### src/rtl/lin_brk_pkg.sv
package lin_brk_pkg;

  typedef enum logic {
    LVL_DOM = 1'b0,
    LVL_REC = 1'b1
  } line_lvl_e;

  typedef enum logic [1:0] {
    CNT_CLEAR = 2'd0,
    CNT_HOLD  = 2'd1,
    CNT_INC   = 2'd2
  } cnt_op_e;

endpackage

### src/rtl/lin_brk_rst_sync.sv
module lin_brk_rst_sync #(
  parameter int STAGES = 2
) (
  input  logic clk,
  input  logic rst_n,
  output logic rst_n_sync
);

  logic [STAGES-1:0] chain_q;
  logic [STAGES-1:0] chain_d;

  always_comb begin
    chain_d = {chain_q[STAGES-2:0], 1'b1};
  end

  always_ff @(posedge clk or negedge rst_n) begin
    if (!rst_n) begin
      chain_q <= '0;
    end else begin
      chain_q <= chain_d;
    end
  end

  assign rst_n_sync = chain_q[STAGES-1];

endmodule

### src/rtl/lin_brk_rx_sync.sv
module lin_brk_rx_sync
  import lin_brk_pkg::*;
#(
  parameter int STAGES = 2
) (
  input  logic      clk,
  input  logic      rst_n,
  input  logic      rx_async,
  output line_lvl_e rx_lvl
);

  logic [STAGES-1:0] stage_q;
  logic [STAGES-1:0] stage_d;

  genvar g;
  generate
    for (g = 0; g < STAGES; g++) begin : g_stage
      if (g == 0) begin : g_first
        always_comb stage_d[g] = rx_async;
      end else begin : g_next
        always_comb stage_d[g] = stage_q[g-1];
      end

      always_ff @(posedge clk or negedge rst_n) begin
        if (!rst_n) begin
          stage_q[g] <= LVL_REC;
        end else begin
          stage_q[g] <= stage_d[g];
        end
      end
    end
  endgenerate

  assign rx_lvl = line_lvl_e'(stage_q[STAGES-1]);

endmodule

### src/rtl/lin_brk_dom_counter.sv
module lin_brk_dom_counter
  import lin_brk_pkg::*;
#(
  parameter int CNT_W  = 9,
  parameter int THRESH = 192
) (
  input  logic             clk,
  input  logic             rst_n,
  input  logic             det_en,
  input  logic             os_tick,
  input  line_lvl_e        rx_lvl,
  output logic [CNT_W-1:0] dom_cnt,
  output logic             delim_hit
);

  localparam logic [CNT_W-1:0] CNT_MAX = {CNT_W{1'b1}};
  localparam logic [CNT_W-1:0] THR_V   = CNT_W'(THRESH);

  cnt_op_e          op;
  logic [CNT_W-1:0] cnt_q;
  logic [CNT_W-1:0] cnt_d;
  logic             cnt_en;
  logic             run_ok;

  // Decide what the count does this cycle.
  always_comb begin
    if (!det_en) begin
      op = CNT_CLEAR;
    end else if (!os_tick) begin
      op = CNT_HOLD;
    end else if (rx_lvl == LVL_DOM) begin
      op = CNT_INC;
    end else begin
      op = CNT_CLEAR;
    end
  end

  always_comb begin
    run_ok = (cnt_q >= THR_V);
    cnt_en = (op != CNT_HOLD);
    unique case (op)
      CNT_INC:   cnt_d = (cnt_q == CNT_MAX) ? CNT_MAX : cnt_q + 1'b1;
      CNT_CLEAR: cnt_d = '0;
      default:   cnt_d = cnt_q;
    endcase
    delim_hit = det_en && os_tick && (rx_lvl == LVL_REC) && run_ok;
  end

  always_ff @(posedge clk or negedge rst_n) begin
    if (!rst_n) begin
      cnt_q <= '0;
    end else if (cnt_en) begin
      cnt_q <= cnt_d;
    end
  end

  assign dom_cnt = cnt_q;

endmodule

### src/rtl/lin_brk_flag.sv
module lin_brk_flag (
  input  logic clk,
  input  logic rst_n,
  input  logic delim_hit,
  input  logic flag_clr,
  input  logic irq_en,
  output logic brk_flag,
  output logic brk_irq
);

  logic flag_q;
  logic flag_d;
  logic flag_we;

  // Set wins over clear.
  always_comb begin
    flag_we = delim_hit || flag_clr;
    flag_d  = delim_hit;
  end

  always_ff @(posedge clk or negedge rst_n) begin
    if (!rst_n) begin
      flag_q <= 1'b0;
    end else if (flag_we) begin
      flag_q <= flag_d;
    end
  end

  assign brk_flag = flag_q;
  assign brk_irq  = flag_q & irq_en;

endmodule

### src/rtl/lin_break_detector.sv
module lin_break_detector
  import lin_brk_pkg::*;
#(
  parameter int OVERSAMPLE   = 16,
  parameter int BREAK_BITS   = 11,
  parameter int SYNC_STAGES  = 2,
  parameter int RST_STAGES   = 2
) (
  input  logic clk,
  input  logic rst_n,
  input  logic det_en,
  input  logic rx_i,
  input  logic os_tick,
  input  logic irq_en,
  input  logic flag_clr,
  output logic brk_flag,
  output logic brk_irq
);

  localparam int THRESH = (BREAK_BITS + 1) * OVERSAMPLE;
  localparam int CNT_W  = $clog2(THRESH) + 1;

  logic             rst_n_int;
  line_lvl_e        rx_lvl;
  logic [CNT_W-1:0] dom_cnt;
  logic             delim_hit;

  lin_brk_rst_sync #(.STAGES(RST_STAGES)) u_rst (
    .clk        (clk),
    .rst_n      (rst_n),
    .rst_n_sync (rst_n_int)
  );

  lin_brk_rx_sync #(.STAGES(SYNC_STAGES)) u_rx (
    .clk      (clk),
    .rst_n    (rst_n_int),
    .rx_async (rx_i),
    .rx_lvl   (rx_lvl)
  );

  lin_brk_dom_counter #(.CNT_W(CNT_W), .THRESH(THRESH)) u_cnt (
    .clk       (clk),
    .rst_n     (rst_n_int),
    .det_en    (det_en),
    .os_tick   (os_tick),
    .rx_lvl    (rx_lvl),
    .dom_cnt   (dom_cnt),
    .delim_hit (delim_hit)
  );

  lin_brk_flag u_flag (
    .clk       (clk),
    .rst_n     (rst_n_int),
    .delim_hit (delim_hit),
    .flag_clr  (flag_clr),
    .irq_en    (irq_en),
    .brk_flag  (brk_flag),
    .brk_irq   (brk_irq)
  );

endmodule

### config.mk
export PLATFORM = sky130hd
export DESIGN_NAME = lin_break_detector
export DESIGN_NICKNAME = d
export VERILOG_FILES = /design/src/rtl/lin_brk_pkg.sv /design/src/rtl/lin_brk_rst_sync.sv /design/src/rtl/lin_brk_rx_sync.sv /design/src/rtl/lin_brk_dom_counter.sv /design/src/rtl/lin_brk_flag.sv /design/src/rtl/lin_break_detector.sv
export SDC_FILE = /design/constraint.sdc
export NUM_CORES = 1
export LEC_CHECK = 0
export BUFFER_PORTS_ARGS = -buffer_cell sky130_fd_sc_hd__buf_4
export CAP_MARGIN = 20
export CELL_PAD_IN_SITES_DETAIL_PLACEMENT = 1
export CELL_PAD_IN_SITES_GLOBAL_PLACEMENT = 2
export CORE_MARGIN = 2
export CORE_UTILIZATION = 31
export CTS_CLUSTER_DIAMETER = 50
export CTS_CLUSTER_SIZE = 12
export DETAILED_ROUTE_END_ITERATION = 10
export GPL_TIMING_DRIVEN = 0
export HOLD_SLACK_MARGIN = 0.06
export PLACE_DENSITY_LB_ADDON = 0.25
export SYNTH_ARGS = -nofsm -noshare
export SYNTH_HDL_FRONTEND = slang
export SYNTH_SLANG_ARGS = --single-unit
### constraint.sdc
create_clock -name clk -period 0.8 [get_ports clk]
set_clock_uncertainty 0.15 [all_clocks]
set_input_delay 0.08 -clock clk [delete_from_list [all_inputs] [get_ports clk]]
set_output_delay 0.08 -clock clk [all_outputs]
set_load 0.02 [all_outputs]
**Word level (Yosys, flattened, before mapping)**

Index checks and enable logic that the tools add are counted.

- Register bits: 14
- Bits of input ports: 7
- Output and inout port bits: 2

- Add/sub/neg operators: 1
- $lt $le $gt $ge: 1
- Equal/unequal tests: 3
- Multiplexer cells: 5
- Bitwise gates (word level): 1
- Reduce and logical (&&, ||, !) cells: 7

Operator list:

| cell | number |
|---|---|
| $pmux 9 s2 | 1 |
| $add 9x1->9 const B | 1 |
| $eq 9x9->1 const B | 1 |
| $ge 9x8->1 const B | 1 |
| $mux 9 | 1 |
| $mux 2 | 3 |
| $logic_and 1x1->1 | 3 |
| $eq 2x2->1 const B | 1 |
| $logic_not 2->1 | 1 |
| $ne 2x1->1 const B | 1 |
| $reduce_and 2->1 | 1 |
| $reduce_bool 2->1 | 1 |
| $and 1x1->1 | 1 |
| $logic_or 1x1->1 | 1 |

**Logic depth before layout (Yosys ltp)**

- Word-level depth: 6
- Gate-level depth with buffers: 4
- Gate-level depth less buffers: 4

**Cells and area by module**

A second synthesis with hierarchy kept.

- Cells, all modules: 67
- Area, all modules: 704.4 sq um

By module, submodules not included:

| module | times used | cells an instance | area an instance (sq um) | seq. area each (sq um) |
|---|---|---|---|---|
| lin_brk_dom_counter | 1 | 58 | 555.5 | 225.2 |
| lin_brk_rst_sync | 1 | 3 | 53.8 | 50.0 |
| lin_brk_rx_sync | 1 | 2 | 52.6 | 52.6 |
| lin_brk_flag | 1 | 4 | 42.5 | 25.0 |

**Least setup slack after synthesis**

Ideal clock, no wire load.

- Path kind: register to register
- Start: reg u_cnt.cnt_q[0] (netlist: u_cnt.dom_cnt[0])
- End: reg u_cnt.cnt_q[5] (netlist: u_cnt.dom_cnt[5])
- Setup time: 0.126 ns
- Arrival time: 1.163 ns
- Data required time: 0.524 ns
- Slack: -0.639 ns
- Stages on the path, launching flop included: 5
- Path buffers: 0
- Clock period less this slack: 1.439 ns
- Cells stage by stage: dfrtp_1 -> ha_1 -> and4_1 -> a211oi_1 -> nor3_1

- Word-level cells in the longest chain between the ends: 3
- Elaborated cells on any way between the ends: 4

Ends and longest elaborated chain:

| element | RTL line | text |
|---|---|---|
| start, declared | lin_brk_dom_counter.sv:20 | `logic [CNT_W-1:0] cnt_q;` |
| start signal, assigned | lin_brk_dom_counter.sv:53 | `cnt_q <= cnt_d;` |
| $add 9x1->9 / $eq 9x9->1 (equally long branches) | lin_brk_dom_counter.sv:42 | `CNT_INC: cnt_d = (cnt_q == CNT_MAX) ? CNT_MAX : cnt_q + 1'b1;` |
| $mux 9 * | lin_brk_dom_counter.sv:42 |  |
| $pmux 9 s2 * | lin_brk_dom_counter.sv:41 | `unique case (op)` |

Every way passes the cells marked *; elsewhere a longest branch is shown, timed or not.
A chain may end at the register's enable or synchronous reset.

**Worst setup path after layout**

Same ends and word-level chain as after synthesis.

==> out/metrics.csv <==
metric,value,unit
final setup fails,12,
dpl hpwl,1.09,mm
WS Path Type,flip-flop to flip-flop,
CTS Sinks,14,
"Warnings, synthesis",0,
wire per inst,15.3,um
Yosys reg bits,14,
# rows,17,
Clock Tree Root,clkbuf_4,
IO Count,9,
first-pass GRT wire length,2.79,mm
total track usage,15.0,%
Die Y,51.2,um
final hold slack,-0.180,ns
CP Max Fanout,5,
Layout Cells excl Fill,113,
Inserted Clock Buffers,3,
combinational share of power,9.5,%
clock slew at reported path FFs,0.09,ns
Critical Path AT,1.38,ns
largest net degree at the start of global routing,13,
Register Area,362,um^2
area grow syn2layout,49.1,%
sw frac,23.3,%
ANT nets after route,0,
type of the worst min-delay path,input port to flip-flop,
critical path endpoint category,flip-flop,
drt initial violations,7,
max-slew violations,0,
Top delay family on crit path,flip-flops,
die extent in x,51.2,um
first-pass iteration count of the detailed router,3,
Syn Inst Count,64,
Max Buffers Root-to-Sink,2,
number of flops mapped to enable cells by yosys,0,
diodes inserted,0,
Clock Latency Late Sink,0.29,ns
final hold violations,4,
vias,596,
core footprint,0.00215,mm^2
startpoint types,flip-flop,
total grt overflow,0,
dpl cells,100,
run status,finished with violations,
htree depth,1,
final period utilization,171,%
CP Buf/Inv Count,0,
met3 WL post-DR,75,um
internal power of the cells,1080,uW
Final WS setup,-0.569,ns
fmax,731,MHz
final core occ,47.9,%
initial antenna violation count,0,
P_sw,327,uW
die area,0.00262,mm^2
Post-Syn Area,691,um^2
RSZ-0062 raised after global routing,yes,
crit-path cells,ha_4 > and4_4 > a211oi_2 > nor3_2,
Design Power,1410,uW
vias in the first global route,579,
gpl congestion,0.659,
failing checks,"negative hold slack, negative setup slack",
TritonCTS clock tree,built,
syn_area_per_cell,10.8,um^2
register area share after synthesis,51.1,%
Crit path required time,0.81,ns
sequential share of power,54.0,%
leak pwr,0.000429,uW
Total Wirelength,1.73,mm
filler cell count,244,
DRT met1 WL,777,um
worst vdd ir,889,uV
dpl ws,-0.580,ns
Vias/cell,5.27,
Synth Flop Type,dfrtp_1,
crit path max-delay cell type,dfrtp_2,
length of routed met2 wiring,874,um
Final #Nets,95,
DRC violations left,0,
Yosys cell types,28,
slowest cell delay on critical path,0.45,ns
share of layout cells above drive strength 1,58.8,%
Top Metal Used,met3,
power per cell area,1370,mW/mm^2
area taken by multi-input logic gates,399,um^2
clock power share,36.5,%
minimum clock period after layout,1.37,ns
Max Cap Viol,0,
post-synthesis net count,73,
Port Buf Inserts,8,
Initial Util,32.1,%
Async SR Flop Fraction,100,%
CTS Hold Buffers Added,2,
[per-layer routing]
metal / up-vias / track usage [%]
met5: - / 0
met4: 0 / 4.05
met3: 0 / 5.56
met2: 12 / 24.7
met1: 301 / 18.3
li1: 283 / -
[cell families (layout without fill, tap and decap cells)]
logic type | after synthesis | in the layout | share of synthesized area [%]
fa+ha+maj | 2 | 2 | 3.62
compound gates | 23 | 23 | 21.6
other cells | 1 | 1 | 0.543
buf+inv | 5 | 26 | 4.35
flops | 14 | 14 | 51.1
simple gates | 19 | 19 | 18.8
[power by group through the flow]
| stage | Clock (uW) | Sequential [uW] | Combinational, uW |
|---|---|---|---|
| floorplan | 0 | 769 | 49.1 |
| global placement | 0 | 777 | 86.0 |
| detailed placement | 0 | 778 | 86.6 |
| CTS | 541 | 758 | 117 |
| global route | 566 | 763 | 146 |
| finish | 513 | 759 | 134 |
[cells in the final DEF (no fill, tap or decap), types with 2 or more instances in the layout]
cell type	count
buf_6	9
buf_4	8
dfrtp_2	7
dfrtp_1	5
and4_4	4
a31oi_1	4
a21oi_1	4
o21ai_0	3
clkbuf_4	3
inv_4	2
nand2_1	2
nor2_1	2
nand3_1	2
a21oi_2	2
ha_4	2
dlygate4sd3_1	2
dfstp_2	2
[synthesized netlist by cell type, drive strengths merged (3+ instances only)]
master   n  share of area (%)
dfrtp   12                 43
nand3    3                2.2
and4     5                6.7
nand2    3                1.6
a31oi    5                4.5
inv      3                1.6
a21oi    6                4.3
o21ai    4                2.9
[final timing paths]
| check | slack [ns] | start | to | depth (start not counted) |
|---|---|---|---|---|
| max | -0.57 | u_cnt.dom_cnt[0] | u_cnt.dom_cnt[5] | 4 |
| min | -0.18 | flag_clr | u_flag.brk_flag | 2 |
| max reg2reg | -0.57 | u_cnt.dom_cnt[0] | u_cnt.dom_cnt[5] | 4 |
| min reg2reg | 0 | u_rst.chain_q[1] | u_cnt.dom_cnt[4] | 0 |
| max in group asynchronous | 0.20 | u_rst.chain_q[1] | u_rx.stage_d[1] | 0 |
| min in group asynchronous | -0.05 | rst_n | u_rst.chain_q[1] | 2 |
[layout make-up]
type | instances | share of cell area [%]
plain buffers | 2 | 2.19
inverters | 3 | 1.58
multi-input cells | 45 | 38.8
repair buffers | 17 | 15.4
flip-flops and latches | 14 | 35.1
clock buffers | 4 | 3.52
well taps | 28 | 3.40
[sequential cells by signal, indices dropped and copies added, names as in the netlist]
| register | count |
|---|---|
| u_rst.chain_q | 2 |
| u_flag.brk_flag | 1 |
| u_cnt.dom_cnt | 9 |
| u_rx.stage_d | 1 |
| u_rx.rx_lvl | 1 |
[per-stage QoR]
step	area, um^2	TNS, ns
4_1_cts	938	-5.32
3_3_place_gp	825	-4.77
3_5_place_dp	825	-4.86
2_1_floorplan	729	-3.92
6_report	1030	-5.51
5_1_grt	1030	-6.02
[timing repair]
item	in CTS	in global routing
setup endpoints to repair	12	24
hold endpoints to repair	10	16
buffers inserted	4	3
gates resized for setup	9	18
pin swaps	3	4
Power figures use the tool's default switching activity.
